`config.mk`:
```
export PLATFORM = sky130hd
export DESIGN_NAME = nvsr_seq
export DESIGN_NICKNAME = d
export VERILOG_FILES = /design/src/rtl/nvsr_pkg.sv /design/src/rtl/nvsr_timer.sv /design/src/rtl/nvsr_dirty.sv /design/src/rtl/nvsr_ctrl.sv /design/src/rtl/nvsr_seq.sv
export SDC_FILE = /design/constraint.sdc
export NUM_CORES = 1
export LEC_CHECK = 0
export ABC_AREA = 1
export CAP_MARGIN = 20
export CORE_AREA = 2 2 71 73
export DETAILED_ROUTE_END_ITERATION = 10
export DIE_AREA = 0 0 73 75
export MAX_ROUTING_LAYER = met4
export PLACE_DENSITY = 0.57
export SLEW_MARGIN = 0
export SYNTH_ARGS = -nofsm -noshare
export SYNTH_HDL_FRONTEND = slang
export SYNTH_SLANG_ARGS = --single-unit
```
`constraint.sdc`:
```
create_clock -name clk -period 2.93 [get_ports clk]
set_input_delay 0.4395 -clock clk [delete_from_list [all_inputs] [get_ports clk]]
set_output_delay 0.4395 -clock clk [all_outputs]
set_load 0.01 [all_outputs]
```
`src/rtl/nvsr_pkg.sv`:
```
package nvsr_pkg;

    typedef enum logic [2:0] {
        ST_LOW,
        ST_READY,
        ST_GRACE,
        ST_ERASE,
        ST_PROG,
        ST_CLEAR,
        ST_XFER
    } nv_state_e;

    typedef struct packed {
        logic erase;
        logic prog;
        logic clear;
        logic xfer;
    } phase_t;

    function automatic int unsigned max2(input int unsigned a, input int unsigned b);
        return (a > b) ? a : b;
    endfunction

    function automatic logic is_busy(input nv_state_e s);
        return (s == ST_ERASE) || (s == ST_PROG) || (s == ST_CLEAR) || (s == ST_XFER);
    endfunction

    function automatic logic is_timed(input nv_state_e s);
        return is_busy(s) || (s == ST_GRACE);
    endfunction

    function automatic phase_t phase_of(input nv_state_e s);
        phase_t p;
        p.erase = (s == ST_ERASE);
        p.prog  = (s == ST_PROG);
        p.clear = (s == ST_CLEAR);
        p.xfer  = (s == ST_XFER);
        return p;
    endfunction

endpackage

```
`src/rtl/nvsr_timer.sv`:
```
module nvsr_timer #(
    parameter int unsigned W = 8
) (
    input  logic         clk,
    input  logic         rst,
    input  logic         load,
    input  logic [W-1:0] load_val,
    output logic         done
);

    logic [W-1:0] cnt;

    always_ff @(posedge clk) begin
        if (rst) begin
            cnt <= '0;
        end else if (load) begin
            cnt <= load_val;
        end else if (cnt != '0) begin
            cnt <= cnt - 1'b1;
        end
    end

    assign done = (cnt == '0);

    // an idle counter never wraps below zero
    p_hold_zero_r2: assert property (@(posedge clk) disable iff (rst)
        (done && !load) |=> done);

    // a running counter moves down by exactly one per cycle
    p_step_down_r3: assert property (@(posedge clk) disable iff (rst)
        (!done && !load) |=> (cnt == $past(cnt) - 1'b1));

endmodule

```
`src/rtl/nvsr_dirty.sv`:
```
module nvsr_dirty (
    input  logic clk,
    input  logic rst,
    input  logic wr_acc,
    input  logic clr,
    output logic dirty
);

    always_ff @(posedge clk) begin
        if (rst) begin
            dirty <= 1'b0;
        end else if (clr) begin
            dirty <= 1'b0;
        end else if (wr_acc) begin
            dirty <= 1'b1;
        end
    end

    // an accepted write leaves the array marked modified
    p_mark_on_write_r5: assert property (@(posedge clk) disable iff (rst)
        (wr_acc && !clr) |=> dirty);

    // completion of a save or restore leaves the array clean
    p_clean_after_op_r9: assert property (@(posedge clk) disable iff (rst)
        clr |=> !dirty);

endmodule

```
`src/rtl/nvsr_ctrl.sv`:
```
module nvsr_ctrl
    import nvsr_pkg::*;
#(
    parameter int unsigned ERASE_CYC   = 4,
    parameter int unsigned PROG_CYC    = 4,
    parameter int unsigned CLEAR_CYC   = 2,
    parameter int unsigned XFER_SW_CYC = 4,
    parameter int unsigned XFER_PU_CYC = 8,
    parameter int unsigned GRACE_CYC   = 2,
    parameter int unsigned W           = 8
) (
    input  logic         clk,
    input  logic         rst,
    input  logic         pwr_ok,
    input  logic         sw_store,
    input  logic         sw_recall,
    input  logic         wr_req,
    input  logic         dirty,
    input  logic         tmr_done,
    output logic         tmr_load,
    output logic [W-1:0] tmr_val,
    output logic         dirty_clr,
    output logic         wr_inhibit,
    output nv_state_e    state
);

    nv_state_e state_n;
    logic      wr_req_q;
    logic      pend_rcl;
    logic      rcl_pu;
    logic      in_flight;

    assign in_flight = wr_req && wr_req_q;

    always_comb begin
        state_n = state;
        unique case (state)
            ST_LOW: begin
                if (pwr_ok) begin
                    state_n = (pend_rcl || sw_recall) ? ST_CLEAR : ST_READY;
                end
            end
            ST_READY: begin
                if (!pwr_ok) begin
                    if (in_flight)   state_n = ST_GRACE;
                    else if (dirty)  state_n = ST_ERASE;
                    else             state_n = ST_LOW;
                end else if (sw_store) begin
                    state_n = ST_ERASE;
                end else if (sw_recall) begin
                    state_n = ST_CLEAR;
                end
            end
            ST_GRACE: begin
                if (!wr_req || tmr_done) begin
                    state_n = dirty ? ST_ERASE : ST_LOW;
                end
            end
            ST_ERASE: if (tmr_done) state_n = ST_PROG;
            ST_PROG:  if (tmr_done) state_n = pwr_ok ? ST_READY : ST_LOW;
            ST_CLEAR: if (tmr_done) state_n = ST_XFER;
            ST_XFER:  if (tmr_done) state_n = pwr_ok ? ST_READY : ST_LOW;
            default:  state_n = ST_LOW;
        endcase
    end

    assign tmr_load = (state_n != state) && is_timed(state_n);

    always_comb begin
        unique case (state_n)
            ST_GRACE: tmr_val = W'(GRACE_CYC - 1);
            ST_ERASE: tmr_val = W'(ERASE_CYC - 1);
            ST_PROG:  tmr_val = W'(PROG_CYC - 1);
            ST_CLEAR: tmr_val = W'(CLEAR_CYC - 1);
            ST_XFER:  tmr_val = rcl_pu ? W'(XFER_PU_CYC - 1) : W'(XFER_SW_CYC - 1);
            default:  tmr_val = '0;
        endcase
    end

    assign dirty_clr = tmr_done && ((state == ST_PROG) || (state == ST_XFER));

    always_comb begin
        unique case (state)
            ST_READY: wr_inhibit = !pwr_ok && !wr_req_q;
            ST_GRACE: wr_inhibit = !wr_req_q;
            default:  wr_inhibit = 1'b1;
        endcase
    end

    always_ff @(posedge clk) begin
        if (rst) begin
            state    <= ST_LOW;
            wr_req_q <= 1'b0;
            pend_rcl <= 1'b1;
            rcl_pu   <= 1'b0;
        end else begin
            state    <= state_n;
            wr_req_q <= wr_req;
            if (state_n == ST_CLEAR && state != ST_CLEAR) begin
                pend_rcl <= 1'b0;
                rcl_pu   <= (state == ST_LOW);
            end else if (state == ST_LOW && sw_recall) begin
                pend_rcl <= 1'b1;
            end
        end
    end

    // with the supply low, only a write that was already held is accepted
    p_grace_carry_r8: assert property (@(posedge clk) disable iff (rst)
        (!pwr_ok && !wr_inhibit) |-> $past(wr_req));

    // power loss on a clean array with nothing in flight goes straight to low-power idle
    p_clean_skip_r7: assert property (@(posedge clk) disable iff (rst)
        (state == ST_READY && !pwr_ok && !dirty && !wr_req_q) |=> (state == ST_LOW));

    // no save can be launched from low-power idle
    p_low_no_store_r10: assert property (@(posedge clk) disable iff (rst)
        (state == ST_LOW) |=> (state != ST_ERASE));

    // a held restore starts as soon as the supply is back
    p_pending_runs_r11: assert property (@(posedge clk) disable iff (rst)
        (state == ST_LOW && pwr_ok && pend_rcl) |=> (state == ST_CLEAR));

endmodule

```
`src/rtl/nvsr_seq.sv`:
```
module nvsr_seq
    import nvsr_pkg::*;
#(
    parameter int unsigned ERASE_CYC   = 500000,
    parameter int unsigned PROG_CYC    = 500000,
    parameter int unsigned CLEAR_CYC   = 100,
    parameter int unsigned XFER_SW_CYC = 1900,
    parameter int unsigned XFER_PU_CYC = 64900,
    parameter int unsigned GRACE_CYC   = 100
) (
    input  logic clk,
    input  logic rst,
    input  logic pwr_ok,
    input  logic sw_store,
    input  logic sw_recall,
    input  logic wr_req,
    output logic busy,
    output logic out_hiz,
    output logic wr_inhibit,
    output logic ph_erase,
    output logic ph_prog,
    output logic ph_clear,
    output logic ph_xfer
);

    localparam int unsigned LONGEST = max2(max2(max2(ERASE_CYC, PROG_CYC), max2(CLEAR_CYC, GRACE_CYC)),
                                           max2(XFER_SW_CYC, XFER_PU_CYC));
    localparam int unsigned CNT_W   = $clog2(LONGEST + 1);

    nv_state_e      state;
    phase_t         ph;
    logic           tmr_load;
    logic [CNT_W-1:0] tmr_val;
    logic           tmr_done;
    logic           dirty;
    logic           dirty_clr;
    logic           wr_acc;

    nvsr_ctrl #(
        .ERASE_CYC   (ERASE_CYC),
        .PROG_CYC    (PROG_CYC),
        .CLEAR_CYC   (CLEAR_CYC),
        .XFER_SW_CYC (XFER_SW_CYC),
        .XFER_PU_CYC (XFER_PU_CYC),
        .GRACE_CYC   (GRACE_CYC),
        .W           (CNT_W)
    ) u_ctrl (
        .clk        (clk),
        .rst        (rst),
        .pwr_ok     (pwr_ok),
        .sw_store   (sw_store),
        .sw_recall  (sw_recall),
        .wr_req     (wr_req),
        .dirty      (dirty),
        .tmr_done   (tmr_done),
        .tmr_load   (tmr_load),
        .tmr_val    (tmr_val),
        .dirty_clr  (dirty_clr),
        .wr_inhibit (wr_inhibit),
        .state      (state)
    );

    nvsr_timer #(.W(CNT_W)) u_timer (
        .clk      (clk),
        .rst      (rst),
        .load     (tmr_load),
        .load_val (tmr_val),
        .done     (tmr_done)
    );

    assign wr_acc = wr_req && !wr_inhibit;

    nvsr_dirty u_dirty (
        .clk    (clk),
        .rst    (rst),
        .wr_acc (wr_acc),
        .clr    (dirty_clr),
        .dirty  (dirty)
    );

    assign ph       = phase_of(state);
    assign ph_erase = ph.erase;
    assign ph_prog  = ph.prog;
    assign ph_clear = ph.clear;
    assign ph_xfer  = ph.xfer;
    assign busy     = is_busy(state);
    assign out_hiz  = busy;

    // phases never overlap
    p_one_phase_r4: assert property (@(posedge clk) disable iff (rst)
        $onehot0({ph_erase, ph_prog, ph_clear, ph_xfer}));

    // a running operation shuts the bus out
    p_busy_gates_r4: assert property (@(posedge clk) disable iff (rst)
        busy |-> (out_hiz && wr_inhibit));

    // programming follows erase with no gap
    p_erase_then_prog_r2: assert property (@(posedge clk) disable iff (rst)
        $fell(ph_erase) |-> ph_prog);

    // transfer follows clear with no gap
    p_clear_then_xfer_r3: assert property (@(posedge clk) disable iff (rst)
        $fell(ph_clear) |-> ph_xfer);

endmodule

```
# Word level (Yosys, flattened, before mapping)
# Cells that the tools add are included.
# word_totals
elab_cells,70
out_inout_bits,7
reg_bits,26
# op_classes
reduce_logical,30
n_eq_ne,13
n_mux,20
n_addsub,1
# op_table
op,count
case mux 19 bit (3 select lines),1
two-way mux 19 bit,2
two-way mux 3 bit,10
logical NOT 19 bit,1
nonzero test 19 bit,1
subtractor 19 x 1 -> 19 bit (second input constant),1
equality test 3 bit (second input constant),6
case mux 3 bit (6 select lines),1
two-way mux 16 bit,1
equality test 3 x 2 -> 1 bit (second input constant),4
logical OR 1 bit,10
OR reduction 2 bit,4
logical AND 1 bit,7
logical NOT 1 bit,4
nonzero test 2 bit,2
equality test 3 x 1 -> 1 bit (second input constant),1
logical NOT 3 bit,1
two-way mux 1 bit,3
!= test 3 bit,1
!= test 3 bit (second input constant),1
two-way mux 2 bit,1
case mux 1 bit (2 select lines),1

# Logic depth before layout (Yosys ltp)
# logic_depth
word_depth,11
ltp_mapped,19

# Cells and area by module
# A second synthesis with hierarchy kept.
# hier_totals
cells_unflattened,345
area_unflattened_um2,2093.3
# by_module_without_submodules
module,area_per_inst_um2,seq_area_each_um2,cells_per_inst,instances
nvsr_timer,1278.7,380.4,211,1
nvsr_ctrl,716.9,120.1,114,1
nvsr_seq,58.8,0.0,14,1
nvsr_dirty,38.8,20.0,6,1

# Worst setup path after synthesis
# Ideal clock, no wire load.
# synth_path
kind,reg2reg
startpoint,reg u_timer.cnt[0]
endpoint,reg u_timer.cnt[18]
path_slack_ps,691
period_less_slack_ps,2239
stages_incl_launch_ff,19
t_arrival_ps,2117
n_path_buf,3
cell_sequence,dfxtp_1 inv_1 ha_1 nand2_2 nor2_8 nand2_4 nor2_4 buf_6 o21bai_4 nor2_4 nand3_1 nand2_2 inv_2 nand2_4 nand2_4 buf_8 buf_8 nand2_1 a21oi_1
# synth_via
elab_chain_len,11
word_cells_on_any_way,26
cone_classes,1 x add/sub; 6 x eq/ne; 8 x mux; 11 x reduce/logical
# synth_rtl
item,line,rtl
"start, declared",nvsr_timer.sv:11,logic [W-1:0] cnt;
"start signal, assigned",nvsr_timer.sv:17,cnt <= load_val;
"start signal, assigned",nvsr_timer.sv:19,cnt <= cnt - 1'b1;
logical NOT 19 bit,nvsr_timer.sv:23,assign done = (cnt == '0);
logical OR 1 bit,nvsr_ctrl.sv:55,if (!wr_req || tmr_done) begin
two-way mux 3 bit,nvsr_ctrl.sv:55,
case mux 3 bit (6 select lines),nvsr_ctrl.sv:37,unique case (state)
equality test 3 x 2 -> 1 bit or equality test 3 bit (tied branches),"nvsr_pkg.sv:25, nvsr_ctrl.sv:70",
logical OR 1 bit (3 in series),nvsr_pkg.sv:25,return (s == ST_ERASE) || (s == ST_PROG) || (s == ST_CLEAR) || (s == ST_XFER);
logical OR 1 bit,nvsr_pkg.sv:29,return is_busy(s) || (s == ST_GRACE);
logical AND 1 bit,nvsr_ctrl.sv:67,assign tmr_load = (state_n != state) && is_timed(state_n);
two-way mux 19 bit or nonzero test 2 bit (tied branches),--,
# Several ways; a longest one is shown, not always the timed one. The select of a mux whose other input is x is not followed.
# A chain may end at the register's enable or synchronous reset.

# Final worst setup path
# layout_path
startpoint,reg u_timer.cnt[0]
endpoint,reg u_timer.cnt[15]
# The elaborated chain is that of the path after synthesis.

==> flow_metrics.tcl <==
set metrics [dict create \
    status "finished clean" \
    min_period_over_period 0.874 \
    floorplan.initialDensity 0.389 \
    power_frac_clock 0.109 \
    dr.pass1.iters 4 \
    leakage_nw 0.928 \
    timing.critical_path.max_delay_family "simple AND/OR/NAND/NOR gates" \
    clk-insertion-delay-late_ns 0.27 \
    netlist.top_cell.by_area "sky130_fd_sc_hd__dfxtp_1" \
    worst-path-buf-inv 3 \
    r2r-start "u_timer.cnt[0]$_SDFFE_PP0P_" \
    core_sq_um 4660 \
    fp.dieH_um 75 \
    initial_antenna_violation_count 0 \
    power.density_nw_per_um2 1370 \
    cts.clk_slew.worst_paths_ns 0.10 \
    fin_total_pwr_w 0.00279 \
    synth.distinct_cells 31 \
    max_stage_delay_cell_worst_path "sky130_fd_sc_hd__dfxtp_1" \
    clock_skew_ns 0.00646 \
    critPathLaunchType "register" \
    crit_required_ns 3.14 \
    hp-class "register to register" \
    cts_num_sinks 26 \
    n_fill_cell 489 \
    power.internal_w 0.00135 \
    synth_top_flop_cell "sky130_fd_sc_hd__dfxtp_1" \
    synth_enable_flop_cells 0 \
    rsz0062_at_grt "no" \
    report.final.slew_viol_count 0 \
    total_switching_power_w 0.00144 \
    crit_fanout 11 \
    timing.critical_path.mode_cell "sky130_fd_sc_hd__nand2_4" \
    gr-total-overflow 0 \
    worstPathCellList "inv_2 > ha_2 > nand2_2 > nor2_8 > nand2_4 > nor2_4 > nand3_1 > nand2_1 > nor2_4 > nand2_1 > inv_2 > a21oi_2 > nand2_4 > nand2_4 > buf_4 > o21ai_0 > a21oi_1" \
    drive_above_1_share 0.135 \
    postSynthRegisterBits 26 \
    timing.max_slew.rel_slack 0.606 \
    hold_end "u_ctrl.pend_rcl$_SDFFE_PP1P_" \
    numCtsBuffers 3 \
    totalWireLength_mm 4.20 \
    yosys_warnings 0 \
    synth.top_cells.by_area "sky130_fd_sc_hd__dfxtp_1 29%, sky130_fd_sc_hd__nand2_1 11%, sky130_fd_sc_hd__nor2_1 6.8%" \
    grt_first_pass_wirelength_mm 7.19 \
    final_setup_violations 0 \
    place.port_buffers 12 \
    htree_levels 1 \
    timing_hold_violations_final 0 \
    tns_ns 0 \
    dpl.hpwl_mm 3.20 \
    route.vias.total 1647 \
    cts_setup_buffers 0 \
    synthMostInstantiatedCell "sky130_fd_sc_hd__nand2_1" \
    synth.net_count 269 \
    globalplace.congestion 0.879 \
    dieArea_sq_um 5480 \
    power.share.sequential 0.214 \
    cts_hold_buf 0 \
    layout-area-overhead-vs-synth_pct 12.4 \
    timing.hold.worst.start "u_ctrl.pend_rcl$_SDFFE_PP1P_" \
    synth.avg_cell_area_sq_um 6.92 \
    netlist_area_sq_um 1810 \
    setup_crit_end_kind "register" \
    antenna_violating_nets_post_route 0 \
    cts.path.max_buffers 2 \
    cts_resized 0 \
    path_class "register to register" \
    reg2reg_setup_slack_ns 0.37 \
    critical-path-max-stage-delay_ns 0.37 \
    worst_r2r_path_depth 17 \
    pin_count_of_the_biggest_net_entering_global_routing 16 \
    cap_viol_max_count 0 \
    sw_frac 0.515 \
    cts_root_buffer "sky130_fd_sc_hd__clkbuf_8" \
    synthCells 262 \
    per_cell_via_count_in_the_routed_design 5.01 \
    grt_pass1_vias 1523 \
    async_reset_ff_frac 0 \
    startpoint "u_timer.cnt[0]$_SDFFE_PP0P_" \
    worst_pin_slew_ns 0.585 \
    wl_per_cell_um 12.8 \
    regToRegEndpoint "u_timer.cnt[15]$_SDFFE_PP0P_" \
    die_width_um 73 \
    synth_seq_area_share 0.287 \
    detail_route.drc_violations 0 \
    gr-usage-all-layers 0.172 \
    fp-row-count 25 \
    io_pins 13 \
    peak_supply_drop_mv 0.415 \
    arrival_ns 2.77 \
    most_instantiated_cells_after_synthesis "53 x sky130_fd_sc_hd__nand2_1, 33 x sky130_fd_sc_hd__nor2_1, 26 x sky130_fd_sc_hd__dfxtp_1" \
    cts_tree "done" \
    dr_iter_0_viols 50 \
    finalCriticalPeriod_ns 2.56 \
    final_nets 283 \
    num_antenna_cells 0 \
    share_of_power_burned_in_combinational_logic 0.677 \
    max_freq_mhz 390 \
    yosysTopAreaCellShare 0.287 \
    min_path_cells 2 \
]
==> how the worst max path moves through the flow <==
| stage | end | slack, ns | cells after the start |
|---|---|---|---|
| 3_5_place_dp | u_timer.cnt[18]$_SDFFE_PP0P_ | 0.19 | 14 |
| 5_1_grt | u_timer.cnt[9]$_SDFFE_PP0P_ | 0.06 | 15 |
| 4_1_cts | u_timer.cnt[18]$_SDFFE_PP0P_ | 0.22 | 16 |
| 6_report | u_timer.cnt[15]$_SDFFE_PP0P_ | 0.37 | 17 |
| 2_1_floorplan | u_timer.cnt[18]$_SDFFE_PP0P_ | 0.69 | 18 |
| 3_3_place_gp | u_timer.cnt[18]$_SDFFE_PP0P_ | 0.21 | 14 |
==> power by group through the flow <==
stage,Clock (W),Sequential [W],Combinational (W)
floorplan,0,0.000564,0.00166
global placement,0,0.000605,0.00189
detailed placement,0,0.000603,0.00187
CTS,0.000312,0.000596,0.00188
global route,0.000326,0.000614,0.00213
finish,0.000305,0.000597,0.00189
==> layout make-up <==
class                   count  area [sq um]  share of cell area
clock inverters             1          30.0              0.0147
inverters                  28           105              0.0516
flip-flops and latches     26           520               0.256
repair buffers             16           150              0.0737
well taps                  54          67.6              0.0332
multi-input cells         201          1120               0.551
clock buffers               3          41.3              0.0203
==> state kept, by name, summed over array words and instances, names as in the netlist <==
register	count
u_ctrl.rcl_pu	1
u_ctrl.state	3
u_ctrl.pend_rcl	1
u_dirty.dirty	1
u_timer.cnt	19
u_ctrl.wr_req_q	1
==> cells in the final DEF, fill, tap and decap left out, drive strengths merged, types with 6 or more instances in the layout <==
master	count
nand2	61
nor2	42
inv	28
dfxtp	26
nand3	23
a21oi	22
o21ai	16
clkdlybuf4s50	12
xor2	10
xnor2	8
nand4	6
==> routing by layer <==
layer  vias to the layer above  track usage  share of wire
met5                         -            -              0
met4                         0       0.0309         0.0060
met3                         2       0.0161          0.028
met1                       744        0.241           0.52
met2                        29        0.272           0.44
li1                        872            -              -
==> logic make-up (layout without fill, tap and decap cells) <==
family	count (synthesis)	in the layout	share of synthesized area
buf+inv	35	48	0.0974
xor+xnor	18	18	0.0870
simple gates	140	140	0.392
flops	26	26	0.287
fa+ha+maj	1	1	0.00690
compound gates	42	42	0.129
==> stage by stage <==
stage | utilization | instances | setup WS, ns | area, sq um | hold WS [ns]
2_1_floorplan | - | 262 | 0.691 | 1810 | 0.443
3_3_place_gp | 0.420 | 325 | 0.210 | 1960 | 0.481
3_5_place_dp | 0.420 | 325 | 0.185 | 1960 | 0.474
4_1_cts | 0.435 | 329 | 0.222 | 2030 | 0.496
5_1_grt | 0.437 | 329 | 0.0635 | 2040 | 0.517
6_report | 0.437 | 329 | 0.369 | 2040 | 0.495
==> tightest hold or removal path: stages, from the launching register on <==
cell and delay [ns]:
sky130_fd_sc_hd__dfxtp_1 0.34, sky130_fd_sc_hd__o21ai_0 0.08, sky130_fd_sc_hd__nand2_1 0.05
(Power assumes the default switching activity.)
